File: config.mk
export PLATFORM = sky130hd
export DESIGN_NAME = memtype_resolver
export DESIGN_NICKNAME = d
export VERILOG_FILES = /design/src/rtl/memtype_pkg.sv /design/src/rtl/mtr_fixed_table.sv /design/src/rtl/mtr_var_bank.sv /design/src/rtl/mtr_merge.sv /design/src/rtl/memtype_resolver.sv
export SDC_FILE = /design/constraint.sdc
export NUM_CORES = 2
export LEC_CHECK = 0
export ABC_AREA = 1
export BUFFER_PORTS_ARGS = -buffer_cell sky130_fd_sc_hd__buf_2
export CORE_MARGIN = 2
export CORE_UTILIZATION = 60
export DETAILED_ROUTE_END_ITERATION = 16
export GPL_TIMING_DRIVEN = 0
export PLACE_DENSITY = 0.84
export SYNTH_ARGS = -nofsm -noshare
export SYNTH_HDL_FRONTEND = slang
export SYNTH_HIERARCHICAL = 1
export SYNTH_SLANG_ARGS = --single-unit
File: constraint.sdc
create_clock -name clk -period 7.1 [get_ports clk]
set_input_delay 0.71 -clock clk [delete_from_list [all_inputs] [get_ports clk]]
set_output_delay 0.71 -clock clk [all_outputs]
set_load 0.01 [all_outputs]
File: src/rtl/memtype_pkg.sv
package memtype_pkg;
   localparam logic [7:0] TYPE_UC      = 8'h00;
   localparam logic [7:0] TYPE_WC      = 8'h01;
   localparam logic [7:0] TYPE_WT      = 8'h04;
   localparam logic [7:0] TYPE_WP      = 8'h05;
   localparam logic [7:0] TYPE_WB      = 8'h06;
   localparam logic [7:0] TYPE_INVALID = 8'hFF;

   localparam int FIX_ENTRIES = 88;
   localparam int PAGE_LSB    = 12;
   localparam int LOW_MB_BITS = 20;

   typedef enum logic [1:0] {
      SEL_CTRL  = 2'd0,
      SEL_FIXED = 2'd1,
      SEL_BASE  = 2'd2,
      SEL_MASK  = 2'd3
   } cfg_sel_e;
endpackage

File: src/rtl/mtr_fixed_table.sv
module mtr_fixed_table
   import memtype_pkg::*;
#(
   parameter int IDX_W = 8
)(
   input  logic                   clk,
   input  logic                   rst_n,
   input  logic                   wr_en,
   input  logic [IDX_W-1:0]       wr_idx,
   input  logic [7:0]             wr_type,
   input  logic [LOW_MB_BITS-1:0] lk_addr,
   output logic [7:0]             lk_type
);
   localparam int ENT_W = $clog2(FIX_ENTRIES);

   logic [7:0]       ent_q [FIX_ENTRIES];
   logic [ENT_W-1:0] rd_idx;

   // region select from the top address bits of the low megabyte
   always_comb begin
      if (!lk_addr[19])
         rd_idx = ENT_W'(lk_addr[18:16]);
      else if (!lk_addr[18])
         rd_idx = ENT_W'(8) + ENT_W'(lk_addr[17:14]);
      else
         rd_idx = ENT_W'(24) + ENT_W'(lk_addr[17:12]);
   end

   assign lk_type = ent_q[rd_idx];

   for (genvar e = 0; e < FIX_ENTRIES; e++) begin : g_ent
      always_ff @(posedge clk) begin
         if (!rst_n)
            ent_q[e] <= '0;
         else if (wr_en && wr_idx == IDX_W'(e))
            ent_q[e] <= wr_type;
      end
   end
endmodule

File: src/rtl/mtr_var_bank.sv
module mtr_var_bank
   import memtype_pkg::*;
#(
   parameter int ADDR_W  = 36,
   parameter int NUM_VAR = 8,
   parameter int IDX_W   = 8
)(
   input  logic                      clk,
   input  logic                      rst_n,
   input  logic                      wr_base,
   input  logic                      wr_mask,
   input  logic [IDX_W-1:0]          wr_idx,
   input  logic [ADDR_W-1:0]         wr_data,
   input  logic [ADDR_W-1:0]         lk_addr,
   output logic [NUM_VAR-1:0]        hit,
   output logic [NUM_VAR-1:0][7:0]   hit_type
);
   localparam int PG_W = ADDR_W - PAGE_LSB;

   for (genvar r = 0; r < NUM_VAR; r++) begin : g_rng
      logic [PG_W-1:0] base_q;
      logic [PG_W-1:0] mask_q;
      logic [7:0]      type_q;
      logic            vld_q;
      logic            sel;

      assign sel = (wr_idx == IDX_W'(r));

      always_ff @(posedge clk) begin
         if (!rst_n) begin
            base_q <= '0;
            type_q <= '0;
         end else if (wr_base && sel) begin
            base_q <= wr_data[ADDR_W-1:PAGE_LSB];
            type_q <= wr_data[7:0];
         end
      end

      always_ff @(posedge clk) begin
         if (!rst_n) begin
            mask_q <= '0;
            vld_q  <= 1'b0;
         end else if (wr_mask && sel) begin
            mask_q <= wr_data[ADDR_W-1:PAGE_LSB];
            vld_q  <= wr_data[11];
         end
      end

      assign hit[r] = vld_q &&
         ((lk_addr[ADDR_W-1:PAGE_LSB] & mask_q) == (base_q & mask_q));
      assign hit_type[r] = type_q;
   end
endmodule

File: src/rtl/mtr_merge.sv
module mtr_merge
   import memtype_pkg::*;
#(
   parameter int NUM_VAR = 8
)(
   input  logic [NUM_VAR-1:0]      hit,
   input  logic [NUM_VAR-1:0][7:0] hit_type,
   output logic                    any_hit,
   output logic [7:0]              merged
);
   logic [7:0] first_t;
   logic       differ;
   logic       only_wbwt;

   always_comb begin
      first_t = TYPE_UC;
      for (int r = NUM_VAR - 1; r >= 0; r--)
         if (hit[r]) first_t = hit_type[r];
   end

   always_comb begin
      differ    = 1'b0;
      only_wbwt = 1'b1;
      for (int r = 0; r < NUM_VAR; r++) begin
         if (hit[r]) begin
            if (hit_type[r] != first_t) differ = 1'b1;
            if (hit_type[r] != TYPE_WB && hit_type[r] != TYPE_WT) only_wbwt = 1'b0;
         end
      end
   end

   assign any_hit = |hit;

   // agreement keeps the common type; a WB/WT-only mix gives WT; the rest give UC
   always_comb begin
      if (!differ)
         merged = first_t;
      else if (only_wbwt)
         merged = TYPE_WT;
      else
         merged = TYPE_UC;
   end
endmodule

File: src/rtl/memtype_resolver.sv
module memtype_resolver
   import memtype_pkg::*;
#(
   parameter int ADDR_W    = 36,
   parameter int NUM_VAR   = 8,
   parameter int IDX_W     = 8,
   parameter bit HAS_FIXED = 1'b1
)(
   input  logic              clk,
   input  logic              rst_n,
   input  logic              cfg_we,
   input  logic [1:0]        cfg_sel,
   input  logic [IDX_W-1:0]  cfg_idx,
   input  logic [ADDR_W-1:0] cfg_wdata,
   input  logic              req_valid,
   input  logic [ADDR_W-1:0] req_addr,
   output logic              rsp_valid,
   output logic [7:0]        rsp_type,
   output logic              rsp_invalid
);
   localparam int IDX_SPAN = (NUM_VAR > FIX_ENTRIES) ? NUM_VAR : FIX_ENTRIES;

   if (ADDR_W < 21 || ADDR_W > 64) begin : g_bad_aw
      $error("ADDR_W must lie in 21..64");
   end
   if (NUM_VAR < 1) begin : g_bad_nv
      $error("NUM_VAR must be at least 1");
   end
   if ((64'd1 << IDX_W) < 64'(IDX_SPAN)) begin : g_bad_iw
      $error("IDX_W too narrow for the entry count");
   end

   logic [11:0] ctrl_q;
   logic        glob_en, fix_en;
   logic [7:0]  def_type;

   always_ff @(posedge clk) begin
      if (!rst_n)
         ctrl_q <= '0;
      else if (cfg_we && cfg_sel == SEL_CTRL)
         ctrl_q <= cfg_wdata[11:0];
   end

   assign glob_en  = ctrl_q[11];
   assign fix_en   = ctrl_q[10];
   assign def_type = ctrl_q[7:0];

   logic       in_low_mb;
   logic       fixed_use;
   logic [7:0] fix_type;

   assign in_low_mb = (req_addr[ADDR_W-1:LOW_MB_BITS] == '0);

   if (HAS_FIXED) begin : g_fixed
      mtr_fixed_table #(.IDX_W(IDX_W)) u_fix (
         .clk     (clk),
         .rst_n   (rst_n),
         .wr_en   (cfg_we && cfg_sel == SEL_FIXED),
         .wr_idx  (cfg_idx),
         .wr_type (cfg_wdata[7:0]),
         .lk_addr (req_addr[LOW_MB_BITS-1:0]),
         .lk_type (fix_type)
      );
      assign fixed_use = fix_en && in_low_mb;
   end else begin : g_nofixed
      assign fix_type  = TYPE_UC;
      assign fixed_use = 1'b0;
   end

   logic [NUM_VAR-1:0]      var_hit;
   logic [NUM_VAR-1:0][7:0] var_type;
   logic                    var_any;
   logic [7:0]              var_merged;

   mtr_var_bank #(.ADDR_W(ADDR_W), .NUM_VAR(NUM_VAR), .IDX_W(IDX_W)) u_bank (
      .clk      (clk),
      .rst_n    (rst_n),
      .wr_base  (cfg_we && cfg_sel == SEL_BASE),
      .wr_mask  (cfg_we && cfg_sel == SEL_MASK),
      .wr_idx   (cfg_idx),
      .wr_data  (cfg_wdata),
      .lk_addr  (req_addr),
      .hit      (var_hit),
      .hit_type (var_type)
   );

   mtr_merge #(.NUM_VAR(NUM_VAR)) u_merge (
      .hit      (var_hit),
      .hit_type (var_type),
      .any_hit  (var_any),
      .merged   (var_merged)
   );

   logic [7:0] next_type;

   always_comb begin
      if (!glob_en)
         next_type = TYPE_INVALID;
      else if (fixed_use)
         next_type = fix_type;
      else if (var_any)
         next_type = var_merged;
      else
         next_type = def_type;
   end

   always_ff @(posedge clk) begin
      if (!rst_n) begin
         rsp_valid   <= 1'b0;
         rsp_type    <= TYPE_INVALID;
         rsp_invalid <= 1'b1;
      end else begin
         rsp_valid <= req_valid;
         if (req_valid) begin
            rsp_type    <= next_type;
            rsp_invalid <= !glob_en;
         end
      end
   end

   // checker-side view of uncacheable hits, built apart from the merge tree
   logic uc_seen;
   always_comb begin
      uc_seen = 1'b0;
      for (int r = 0; r < NUM_VAR; r++)
         if (var_hit[r] && var_type[r] == TYPE_UC) uc_seen = 1'b1;
   end

   AST_RSP_LATENCY: assert property (@(posedge clk) disable iff (!rst_n)
      req_valid |=> rsp_valid);
   AST_OFF_INVALID: assert property (@(posedge clk) disable iff (!rst_n)
      req_valid && !glob_en |=> rsp_invalid && rsp_type == TYPE_INVALID);
   AST_FIXED_WINS: assert property (@(posedge clk) disable iff (!rst_n)
      req_valid && glob_en && fixed_use |=> rsp_type == $past(fix_type));
   AST_DEFAULT_FALL: assert property (@(posedge clk) disable iff (!rst_n)
      req_valid && glob_en && !fixed_use && !var_any |=> rsp_type == $past(def_type));
   AST_UC_DOMINATES: assert property (@(posedge clk) disable iff (!rst_n)
      req_valid && glob_en && !fixed_use && uc_seen |=> rsp_type == TYPE_UC);
endmodule

==> run summary <==
### Die
- 102000 um^2 — Die Footprint
- 319 um — height of the die
- 60.6% — initial cell density of the core
- 98600 um^2 — area of the core
- 96 — I/O pins
- 115 — standard-cell row count
- 319 um — width of the chip

### STA
- false — unrepaired setup endpoints after global routing
- 0 ns — Post-Route Setup TNS
- 8 — Slew Viols, Final
- 77.1% — Period Utilization, post-route
- -4.48% — normalized max-slew margin
- 1.63 ns — minimum setup slack in the final design
- 0 — endpoints failing setup
- 0 — Final Hold Fails
- 1.56 ns — worst slew pin tran
- 183 MHz — highest attainable clock frequency
- 5.47 ns — final worst path period need
- 0.0186 ns — worst setup skew after layout

### Critical path
- 0.84 ns — delay contributed by the slowest stage of the critical path
- 27 — depth of the most critical reg-to-reg path
- u_bank/g_rng[0].base_q[21] — startpoint of the worst-slack reg-to-reg timing path
- nand2_1 — CP dominant cell by count
- flip-flop — Worst Setup End Kind
- clkbuf_1 — Max stage delay cell, worst path
- 6.09 ns — arrival time reported for the critical path endpoint
- 10 — highest net fanout along the worst path
- req_addr[22] — critical path startpoint
- input pin — kind of start point of the critical path
- rsp_type[2] — Reg2Reg Capture Point
- 2.96 ns — FF-to-FF setup slack
- 7.72 ns — required time at the worst-slack endpoint
- in -> reg — classification of the worst setup path
- rsp_type[2] — end of the critical path

### Place
- 80 — number of buffers added on ports
- 61800 um^2 — cell area after placement
- 1.07 — RePlAce Congestion
- 1.23 ns — worst-case setup slack after placement
- 173000 um — placed wire-length estimate after detailed placement
- 9238 — number of placed cells counting well taps

### Power
- 47.4% — share of power burned in registers
- 0.227 mV — maximum vdd ir drop
- 41.4% — clock network fraction of design power
- 240 nW/um^2 — total power divided by cell area
- 26.6% — switching share of power
- 11.2% — relative contribution of combinational cells to total power
- 11.6 mW — cell-internal power
- 4.22 mW — switching pwr
- 27.7 nW — Leakage Power

### Yosys
- 7952 — Synth Net Count
- 7.59 um^2 — average cell area after synthesis
- 1180 — number of synthesized register bits
- 0% — Synth async-reset ratio
- nand2_1 — most common cell in the synthesized netlist
- 51.4% — portion of the post-synthesis area used by sequential elements
- 7865 — Post-Synthesis Cells
- edfxtp_1 — primary flip-flop cell chosen by synthesis mapping
- 59700 um^2 — cell area after synthesis
- 6 — Synth Warn #
- 41 — number of distinct standard cells referenced by the synthesized netlist
- edfxtp_1 — largest area contributor in the synthesized netlist
- 704 — number of enable flip-flop cells after synthesis
- 1738 x nand2_1, 1452 x nor2_1, 1160 x nand3_1, 799 x inv_1, 704 x edfxtp_1 — top cells by instance count after synthesis
- edfxtp_1 35%, dfxtp_1 16%, nand2_1 11%, nand3_1 9.7%, nor2_1 9.1% — top cells by area, synth
- 35.4% — share of the synthesized area in the top cell type

### Worst hold path
- in -> reg — worst min path class

### Run status
- max-capacitance violations, max-slew violations — violations in the final reports
- finished, violations left — run status

### Run
- 3 — # Max-Cap Violations

### Detailed routing
- 9578 — Initial DRC Count
- 78200 um — routed length on met1
- 25.0 um — routed wirelength normalized by instance count
- 237000 um — Routed WL
- met5 — highest metal used
- 0 — count of unresolved DRC violations after routing
- 6.11 — via/cell ratio
- 30200 um — met3 routed WL
- 9 — DR pass1 iterations
- 57867 — total vias in the final route
- 0 — Detail Route Antenna Nets
- 103000 um — amount of wire on met2 after detailed routing

### Global routing
- 53421 — via count of the first global-routing pass
- 6 — number of antenna violations at the first check in global routing
- 0 — overall overflow remaining after global route
- 45.4% — global-route usage over all layers
- 340000 um — first-pass GRT wire length
- 16 — maximum number of pins on one net before global-route repair

### Cells and area
- 9467 — non-filler instance count after layout
- 65900 um^2 — total non-filler cell area in the finished layout
- 10.3% — synthesis-to-finish area growth
- 7.39% — share of cells above drive strength 1
- 8163 — Final nets

### Clock network
- yes — CTS tree
- 3 — clock tree buffer depth
- 0 — # hold bufs at CTS
- 0 — total of cells resized after clock tree synthesis
- 0 — post-CTS setup repair buffer count
- 120 — number of buffers inserted during clock tree synthesis
- 1180 — clock sink count
- 0.06 ns — clock-pin slew of the registers on the worst-case setup and hold paths
- 3 — CTS H-tree depth
- clkbuf_16 — clock tree root buffer cell
- 0.74 ns — clock latency reported for the late side of the worst-skew pair

==> state kept, by name, indices dropped and copies added (netlist names) <==
| name | count |
|---|---|
| u_bank/g_rng.vld_q | 8 |
| rsp_type | 8 |
| u_bank/g_rng.type_q | 64 |
| rsp_invalid | 1 |
| ctrl_q | 10 |
| u_bank/g_rng.base_q | 192 |
| u_bank/g_rng.mask_q | 192 |
| rsp_valid | 1 |
| g_fixed.u_fix/ent_q | 704 |
==> power groups by stage <==
stage / combinational [mW] / sequential (mW) / clock [mW]
2_1_floorplan: 0.909 / 7.63 / 0
3_3_place_gp: 1.62 / 7.64 / 0
3_5_place_dp: 1.65 / 7.65 / 0
5_1_grt: 1.80 / 7.52 / 6.81
4_1_cts: 1.66 / 7.51 / 6.55
6_report: 1.77 / 7.51 / 6.56
==> metal layers <==
| metal | vias to the layer above | track usage (%) |
|---|---|---|
| li1 | 25791 | - |
| met1 | 26544 | 53.3 |
| met2 | 4364 | 70.0 |
| met3 | 1160 | 10.4 |
| met4 | 8 | 40.2 |
| met5 | - | 0.473 |
==> logic make-up (layout without fill, tap and decap cells) <==
family                     after synthesis  count (layout)  share of synthesized area, %
and+or+nand+nor                       4696            4696                          33.8
other                                    0               2                             0
buffers and inverters                 1366            1679                          9.18
xor gates and xnor gates                 1               1                        0.0147
AOI/OAI and AO/OA                      621             621                          5.61
DFF                                   1180            1180                          51.4
adders and majority gates                1               1                        0.0210
==> stage by stage <==
| stage | utilization, % | total power, mW | hold WS (ns) |
|---|---|---|---|
| 6_report | 66.8 | 15.8 | 0.230 |
| 5_1_grt | 66.8 | 16.1 | 0.233 |
| 4_1_cts | 66.8 | 15.7 | 0.201 |
| 2_1_floorplan | - | 8.54 | 0.434 |
| 3_3_place_gp | 62.6 | 9.26 | 0.445 |
| 3_5_place_dp | 62.7 | 9.30 | 0.453 |
==> cell usage in the layout (no fill, tap or decap), types with 27 or more instances in the layout <==
cell type | Yosys | routed
nand2_1 | 1738 | 1738
or2_2 | 44 | 44
buf_4 | 35 | 36
clkbuf_16 | 0 | 127
nand3b_1 | 94 | 94
dfxtp_1 | 476 | 476
o21ai_0 | 169 | 158
buf_2 | 137 | 221
clkinv_1 | 7 | 27
inv_1 | 799 | 799
o211ai_1 | 66 | 66
o21ai_1 | 50 | 61
buf_1 | 37 | 37
nand3_1 | 1160 | 1160
a21oi_1 | 315 | 315
nor3_1 | 72 | 66
nand4_1 | 59 | 59
edfxtp_1 | 704 | 704
nor2_1 | 1452 | 1451
clkbuf_1 | 319 | 346
==> cell type report <==
cell class,count,area (um^2)
clock inverter,58,604
clock buffer,166,3440
timing repair buffer,89,469
antenna,2,5.00
sequential,1180,30700
fill,8236,32700
multi-input combinational,5319,23600
tap,1287,1610
buffer,535,2360
inverter,831,3120
==> critical path: cells and delay by family <==
family,cells,cell delay [ns]
AO/OA/AOI/OAI,2,0.25
AND/OR/NAND/NOR,26,2.99
buffers and inverters,7,2.09
==> how the worst min path moves through the flow <==
| stage | startpoint | to | slack, ns | depth (start not counted) |
|---|---|---|---|---|
| floorplan | ctrl_q[0] | ctrl_q[0] | 0.43 | 2 |
| global route | req_valid | rsp_type[6] | 0.23 | 3 |
| detailed placement | u_bank/g_rng[1].mask_q[11] | u_bank/g_rng[1].mask_q[11] | 0.45 | 2 |
| CTS | req_valid | rsp_valid | 0.20 | 3 |
| global placement | u_bank/g_rng[7].mask_q[2] | u_bank/g_rng[7].mask_q[2] | 0.45 | 2 |
| finish | req_valid | rsp_valid | 0.23 | 3 |
Power figures use the tool's default switching activity.
